File: config.mk
export PLATFORM = sky130hd
export DESIGN_NAME = dram_nibble_fetch
export DESIGN_NICKNAME = d
export VERILOG_FILES = /design/src/rtl/dnf_pkg.sv /design/src/rtl/dnf_phase_ctr.sv /design/src/rtl/dnf_strobe_gen.sv /design/src/rtl/dnf_addr_mux.sv /design/src/rtl/dnf_nibble_asm.sv /design/src/rtl/dram_nibble_fetch.sv
export SDC_FILE = /design/constraint.sdc
export NUM_CORES = 1
export LEC_CHECK = 0
export BUFFER_PORTS_ARGS = -buffer_cell sky130_fd_sc_hd__clkbuf_2
export CORE_ASPECT_RATIO = 0.8
export CORE_MARGIN = 10
export CORE_UTILIZATION = 47
export CTS_BUF_LIST = sky130_fd_sc_hd__clkbuf_8
export DETAILED_ROUTE_END_ITERATION = 12
export PLACE_DENSITY = 0.76
export SYNTH_ARGS = -nofsm -noshare
export SYNTH_HDL_FRONTEND = slang
export SYNTH_HIERARCHICAL = 1
export SYNTH_SLANG_ARGS = --single-unit
File: constraint.sdc
create_clock -name clk -period 1.6 [get_ports clk]
set_input_delay 0.32 -clock clk [delete_from_list [all_inputs] [get_ports clk]]
set_output_delay 0.32 -clock clk [all_outputs]
set_load 0.01 [all_outputs]
File: src/rtl/dnf_pkg.sv
// Package: shared phase numbering for the nibble fetch sequencer.
// Assumes a fixed eight-phase slot; the value names the bus phase that
// the registered outputs will show in the following cycle.
package dnf_pkg;

    localparam int PHASES = 8;
    localparam int PH_W   = $clog2(PHASES);

    typedef enum logic [PH_W-1:0] {
        BP_ROW   = 3'd0,   // row on bus, row strobe falls
        BP_COLA  = 3'd1,   // low column on bus, column strobe falls
        BP_LO    = 3'd2,   // column strobe released after low nibble taken
        BP_COLB  = 3'd3,   // high column on bus, column strobe falls
        BP_HI    = 3'd4,   // column strobe released, byte delivered
        BP_RASUP = 3'd5,   // row strobe released
        BP_PRE0  = 3'd6,   // precharge
        BP_PRE1  = 3'd7    // precharge
    } bus_ph_e;

endpackage

File: src/rtl/dnf_phase_ctr.sv
// Module: free-running phase counter for the access slot.
// Produces the phase whose outputs are being prepared this cycle and the
// acceptance window. Assumes the counter restarts at phase 0 on reset.
module dnf_phase_ctr
    import dnf_pkg::*;
(
    input  logic    clk,
    input  logic    rst_n,
    output bus_ph_e ph,
    output logic    win
);

    logic [PH_W-1:0] cnt_q;

    // Advance one phase per clock, wrapping after the last phase.
    always_ff @(posedge clk) begin
        if (!rst_n) begin
            cnt_q <= '0;
        end else if (cnt_q == PH_W'(PHASES - 1)) begin
            cnt_q <= '0;
        end else begin
            cnt_q <= cnt_q + 1'b1;
        end
    end

    // Expose the count as a phase and flag the acceptance cycle.
    always_comb begin
        ph  = bus_ph_e'(cnt_q);
        win = (cnt_q == '0);
    end

endmodule

File: src/rtl/dnf_strobe_gen.sv
// Module: row and column strobe generator.
// Registers the active-low strobes for the bus phase named by 'ph'.
// Assumes 'go' is high only for a slot that holds an accepted request.
module dnf_strobe_gen
    import dnf_pkg::*;
(
    input  logic    clk,
    input  logic    rst_n,
    input  bus_ph_e ph,
    input  logic    go,
    output logic    ras_n,
    output logic    cas_n
);

    logic ras_low_d;
    logic cas_low_d;

    // Decide which strobes are asserted in the coming bus phase.
    always_comb begin
        ras_low_d = 1'b0;
        cas_low_d = 1'b0;
        if (go) begin
            unique case (ph)
                BP_ROW:   ras_low_d = 1'b1;
                BP_COLA:  begin ras_low_d = 1'b1; cas_low_d = 1'b1; end
                BP_LO:    ras_low_d = 1'b1;
                BP_COLB:  begin ras_low_d = 1'b1; cas_low_d = 1'b1; end
                BP_HI:    ras_low_d = 1'b1;
                default:  ;
            endcase
        end
    end

    // Register the strobes so the memory sees clean edges.
    always_ff @(posedge clk) begin
        if (!rst_n) begin
            ras_n <= 1'b1;
            cas_n <= 1'b1;
        end else begin
            ras_n <= ~ras_low_d;
            cas_n <= ~cas_low_d;
        end
    end

endmodule

File: src/rtl/dnf_addr_mux.sv
// Module: multiplexed address driver.
// Latches the byte address when a request is taken, then drives the row and
// the two column addresses (half-byte select in bit 0). Drives zero when idle.
// Assumes 'take' pulses only at phase 0 and MUX_W covers row and column.
module dnf_addr_mux
    import dnf_pkg::*;
#(
    parameter int ROW_W = 7,
    parameter int COL_W = 7,
    parameter int MUX_W = 8,
    localparam int AW = ROW_W + COL_W
)(
    input  logic             clk,
    input  logic             rst_n,
    input  bus_ph_e          ph,
    input  logic             go,
    input  logic             take,
    input  logic [AW-1:0]    byte_addr,
    output logic [MUX_W-1:0] dram_a
);

    logic [COL_W-1:0] col_q;
    logic [MUX_W-1:0] a_d;
    logic [ROW_W-1:0] row_in;

    // Keep the column part of the accepted address for the whole slot.
    always_ff @(posedge clk) begin
        if (!rst_n) begin
            col_q <= '0;
        end else if (take) begin
            col_q <= byte_addr[COL_W-1:0];
        end
    end

    // Choose the value for the coming bus phase.
    always_comb begin
        row_in = byte_addr[AW-1:COL_W];
        a_d    = '0;
        if (go) begin
            unique case (ph)
                BP_ROW:          a_d = MUX_W'(row_in);
                BP_COLA, BP_LO:  a_d = MUX_W'({col_q, 1'b0});
                BP_COLB, BP_HI:  a_d = MUX_W'({col_q, 1'b1});
                default:         a_d = '0;
            endcase
        end
    end

    // Register the address bus alongside the strobes.
    always_ff @(posedge clk) begin
        if (!rst_n) begin
            dram_a <= '0;
        end else begin
            dram_a <= a_d;
        end
    end

endmodule

File: src/rtl/dnf_nibble_asm.sv
// Module: half-byte capture and byte assembly.
// Takes the low half-byte at the edge that ends bus phase 1 and the high one
// at the edge that ends bus phase 3, then presents the byte with a pulse.
// Assumes 'active' stays high for the whole accepted slot.
module dnf_nibble_asm
    import dnf_pkg::*;
#(
    parameter int DQ_W = 4
)(
    input  logic              clk,
    input  logic              rst_n,
    input  bus_ph_e           ph,
    input  logic              active,
    input  logic [DQ_W-1:0]   dq_in,
    output logic [2*DQ_W-1:0] rd_data,
    output logic              rd_valid
);

    logic [DQ_W-1:0] lo_q;

    // Hold the low half-byte until its partner arrives.
    always_ff @(posedge clk) begin
        if (!rst_n) begin
            lo_q <= '0;
        end else if (active && ph == BP_LO) begin
            lo_q <= dq_in;
        end
    end

    // Join both halves and raise the valid pulse for one cycle.
    always_ff @(posedge clk) begin
        if (!rst_n) begin
            rd_data  <= '0;
            rd_valid <= 1'b0;
        end else begin
            rd_valid <= active && (ph == BP_HI);
            if (active && ph == BP_HI) begin
                rd_data <= {dq_in, lo_q};
            end
        end
    end

endmodule

File: src/rtl/dram_nibble_fetch.sv
// Module: top of the nibble-wide byte fetch sequencer.
// Accepts one request per eight-cycle slot while accept_win is high and
// plays the row / two-column read sequence on the memory pins.
// Assumes dq_in is valid while cas_n is low.
module dram_nibble_fetch
    import dnf_pkg::*;
#(
    parameter int ROW_W = 7,
    parameter int COL_W = 7,
    parameter int DQ_W  = 4,
    localparam int AW    = ROW_W + COL_W,
    localparam int MUX_W = (ROW_W > COL_W + 1) ? ROW_W : COL_W + 1
)(
    input  logic              clk,
    input  logic              rst_n,
    input  logic              req,
    input  logic [AW-1:0]     byte_addr,
    input  logic [DQ_W-1:0]   dq_in,
    output logic              accept_win,
    output logic              ras_n,
    output logic              cas_n,
    output logic [MUX_W-1:0]  dram_a,
    output logic [2*DQ_W-1:0] rd_data,
    output logic              rd_valid
);

    bus_ph_e ph;
    logic    win;
    logic    take;
    logic    active_q;
    logic    go;

    dnf_phase_ctr u_ctr (
        .clk   (clk),
        .rst_n (rst_n),
        .ph    (ph),
        .win   (win)
    );

    // Accept at phase 0 only; later phases follow the stored decision.
    always_comb begin
        take       = win && req;
        go         = win ? req : active_q;
        accept_win = win;
    end

    // Remember whether the current slot carries a request.
    always_ff @(posedge clk) begin
        if (!rst_n) begin
            active_q <= 1'b0;
        end else if (win) begin
            active_q <= req;
        end
    end

    dnf_strobe_gen u_strb (
        .clk   (clk),
        .rst_n (rst_n),
        .ph    (ph),
        .go    (go),
        .ras_n (ras_n),
        .cas_n (cas_n)
    );

    dnf_addr_mux #(
        .ROW_W (ROW_W),
        .COL_W (COL_W),
        .MUX_W (MUX_W)
    ) u_amux (
        .clk       (clk),
        .rst_n     (rst_n),
        .ph        (ph),
        .go        (go),
        .take      (take),
        .byte_addr (byte_addr),
        .dram_a    (dram_a)
    );

    dnf_nibble_asm #(
        .DQ_W (DQ_W)
    ) u_asm (
        .clk      (clk),
        .rst_n    (rst_n),
        .ph       (ph),
        .active   (active_q),
        .dq_in    (dq_in),
        .rd_data  (rd_data),
        .rd_valid (rd_valid)
    );

endmodule

==> impl_metrics.env <==
export IMPL_die_w_um=81.1
export IMPL_arrival_ps=1680
export IMPL_rsz0062_at_grt="no"
export IMPL_synthesis_area_um2=1400
export IMPL_drive_gt1_share_pct=35.3
export IMPL_insertion_delay_ps=280
export IMPL_fillers=245
export IMPL_switching_share_pct=24.5
export IMPL_cp_start_kind="register"
export IMPL_grt_first_pass_wirelength_um=5130
export IMPL_ys_warnings_count=6
export IMPL_period_needed_ps=1520
export IMPL_p_clk_share_pct=35.8
export IMPL_finalCritPeriodShare_pct=94.8
export IMPL_dp_hpwl_um=2270
export IMPL_placed_cell_area_um2=1640
export IMPL_multi_input_area_um2=653
export IMPL_synth_flop_cell="dfxtp_1"
export IMPL_rrSetupSlack_ps=80
export IMPL_end_kind="register"
export IMPL_whs_ps=293
export IMPL_powerDensity_nw_per_um2=1020
export IMPL_route_vias_total=1076
export IMPL_finalSetupViolations=0
export IMPL_seqCellArea_um2=682
export IMPL_irDropWorstVdd_v=0.000587
export IMPL_synth_top_family_by_area="simple AND/OR/NAND/NOR gates"
export IMPL_timing_critical_path_to="u_amux/dram_a[7]"
export IMPL_diodes=0
export IMPL_gp_congestion=0.802
export IMPL_nets=196
export IMPL_grt_max_degree=31
export IMPL_cp_required_ps=1760
export IMPL_relSlewSlack_pct=66.7
export IMPL_drc=0
export IMPL_r2r_start="u_ctr/ph[0]"
export IMPL_avgSynthCellArea_um2=11.0
export IMPL_io_pins=41
export IMPL_initial_core_util_pct=49.9
export IMPL_internal_power_mw=1.34
export IMPL_synthSimpleGateAreaFrac_pct=20.0
export IMPL_pwr_share_seq_pct=50.9
export IMPL_dp_slack_ps=113
export IMPL_yosysSeqAreaShare_pct=48.6
export IMPL_startpoint="u_ctr/ph[0]"
export IMPL_numCtsBuffers=5
export IMPL_root_buffer="clkbuf_8"
export IMPL_cts_tree="yes"
export IMPL_io_buffers=40
export IMPL_ys_types=30
export IMPL_p_leak_nw=0.754
export IMPL_design_core_area_um2=2810
export IMPL_clock_sinks=34
export IMPL_final_common_cell="clkbuf_2"
export IMPL_drv_cap=0
export IMPL_synth_enable_flop_cells=0
export IMPL_clkTransAtPathRegs_ps=70
export IMPL_ys_seq_elements=34
export IMPL_synthTopCellsByArea="dfxtp_1 (49%), mux2i_1 (14%), nand2_1 (4.6%)"
export IMPL_synth_top_area_share_pct=48.6
export IMPL_synthAdderAreaFrac_pct=2.68
export IMPL_max_slew_worst_pin_slew_ps=499
export IMPL_synth_compound_area_share_pct=9.11
export IMPL_dieArea_um2=5580
export IMPL_drt_initial_drc_count=67
export IMPL_clockBufferDepth=2
export IMPL_cts_setup_buffers=0
export IMPL_grt_pass1_vias=1072
export IMPL_h_tree_depth=2
export IMPL_antenna_found_initial=0
export IMPL_via_per_inst=5.10
export IMPL_power_frac_comb_pct=13.3
export IMPL_holdBufCountCts=0
export IMPL_ff2ff_path_depth=6
export IMPL_yosysTopAreaCell="dfxtp_1"
export IMPL_crit_type="reg2reg"
export IMPL_synthMuxAreaShare_pct=14.6
export IMPL_setup_tns_ps=0
export IMPL_cts_resized=0
export IMPL_synth_async_sr_flop_share_pct=0
export IMPL_clock_skew_final_ps=3.69
export IMPL_report_final_slew_viol_count=0
export IMPL_p_sw_mw=0.433
export IMPL_final_antenna_net_count=0
export IMPL_fin_area_um2=1730
export IMPL_die_y_um=68.8
export IMPL_synthXorXnorAreaFrac_pct=0
export IMPL_first_pass_iters=5
export IMPL_synth_nets=151
export IMPL_hold_class="in2reg"
export IMPL_rows=17
export IMPL_rr_endpoint="u_amux/dram_a[7]"
export IMPL_final_cell_mix="clkbuf_2 (40), dfxtp_1 (33), mux2i_1 (19), nand2_1 (17)"
export IMPL_p_total_mw=1.77
export IMPL_outcome="completed"
export IMPL_overflow=0
export IMPL_worst_slack_ps=82.9
export IMPL_grt_usage_pct=12.0
export IMPL_max_freq_mhz=659
export IMPL_wire_per_inst_um=14.6
export IMPL_routed_wl_um=3070
export IMPL_cp_max_fo=8
export IMPL_hold_viol_final=0
export IMPL_syn_inst=127
export IMPL_area_delta_synth_final_pct=23.2
[worst min path at each step]
stage	from	slack (ps)	depth (start not counted)	end
6_report	byte_addr[6]	290	3	u_amux/col_q[6]
5_1_grt	dq_in[2]	290	3	u_asm/rd_data[6]
4_1_cts	dq_in[1]	290	3	u_asm/lo_q[1]
3_5_place_dp	u_amux/col_q[6]	450	2	u_amux/dram_a[7]
3_3_place_gp	u_asm/rd_data[5]	440	2	u_asm/rd_data[5]
2_1_floorplan	rst_n	400	1	u_strb/ras_n
[layout make-up]
cell class                      count  area share (%)
Multi-Input combinational cell     83            37.8
Clock buffer                        6            4.78
Inverter                            2           0.435
Tap cell                           38            2.75
Clock inverter                      2           0.507
Timing Repair Buffer               46            14.2
Sequential cell                    34            39.5
[state kept, by name, summed over array words and instances, names as in the netlist]
| name | cells |
|---|---|
| active_q | 1 |
| u_amux/col_q | 7 |
| u_amux/dram_a | 8 |
| u_asm/lo_q | 4 |
| u_asm/rd_data | 8 |
| u_asm/rd_valid | 1 |
| u_ctr/ph | 3 |
| u_strb/cas_n | 1 |
| u_strb/ras_n | 1 |
[critical path, cell delays in order, from the launching register on]
cell	delay, ps
dfxtp_2	320
inv_1	50
ha_1	140
nor2b_2	200
mux2_4	340
nand2_1	250
nor3_1	100
[cell usage after synthesis, drive strengths merged (2+ instances only)]
library cell,instances
a211oi,7
ha,3
and3b,2
nor2b,8
mux2i,19
buf,7
dfxtp,34
nand2,17
o31ai,7
and2,3
inv,2
or4b,6
[through the flow]
step                utilization, %  cells
floorplan                        -    127
global placement              58.2    203
detailed placement            58.2    203
CTS                           61.5    211
global route                  61.5    211
finish                        61.5    211
[routing by layer]
metal	wire length, um	share of wire [%]	track usage (%)	up-vias
li1	-	-	-	546
met4	33	1.1	5.82	0
met3	282	9.2	5.94	4
met2	1450	47	18.8	29
met5	0	0	0	-
met1	1310	43	13.6	497
[power groups by stage]
stage | sequential [mW] | clock [mW] | combinational, mW
CTS | 0.900 | 0.646 | 0.236
global placement | 0.918 | 0 | 0.229
finish | 0.901 | 0.633 | 0.236
floorplan | 0.934 | 0 | 0.146
detailed placement | 0.919 | 0 | 0.234
global route | 0.904 | 0.695 | 0.259
[cell families after synthesis]
group                    Yosys count
AND/OR/NAND/NOR                   43
adder cells (fa/ha/maj)            3
multiplexers                      20
AO/OA/AOI/OAI                     17
buffers and inverters             10
flip-flops                        34
(Power assumes the default switching activity.)
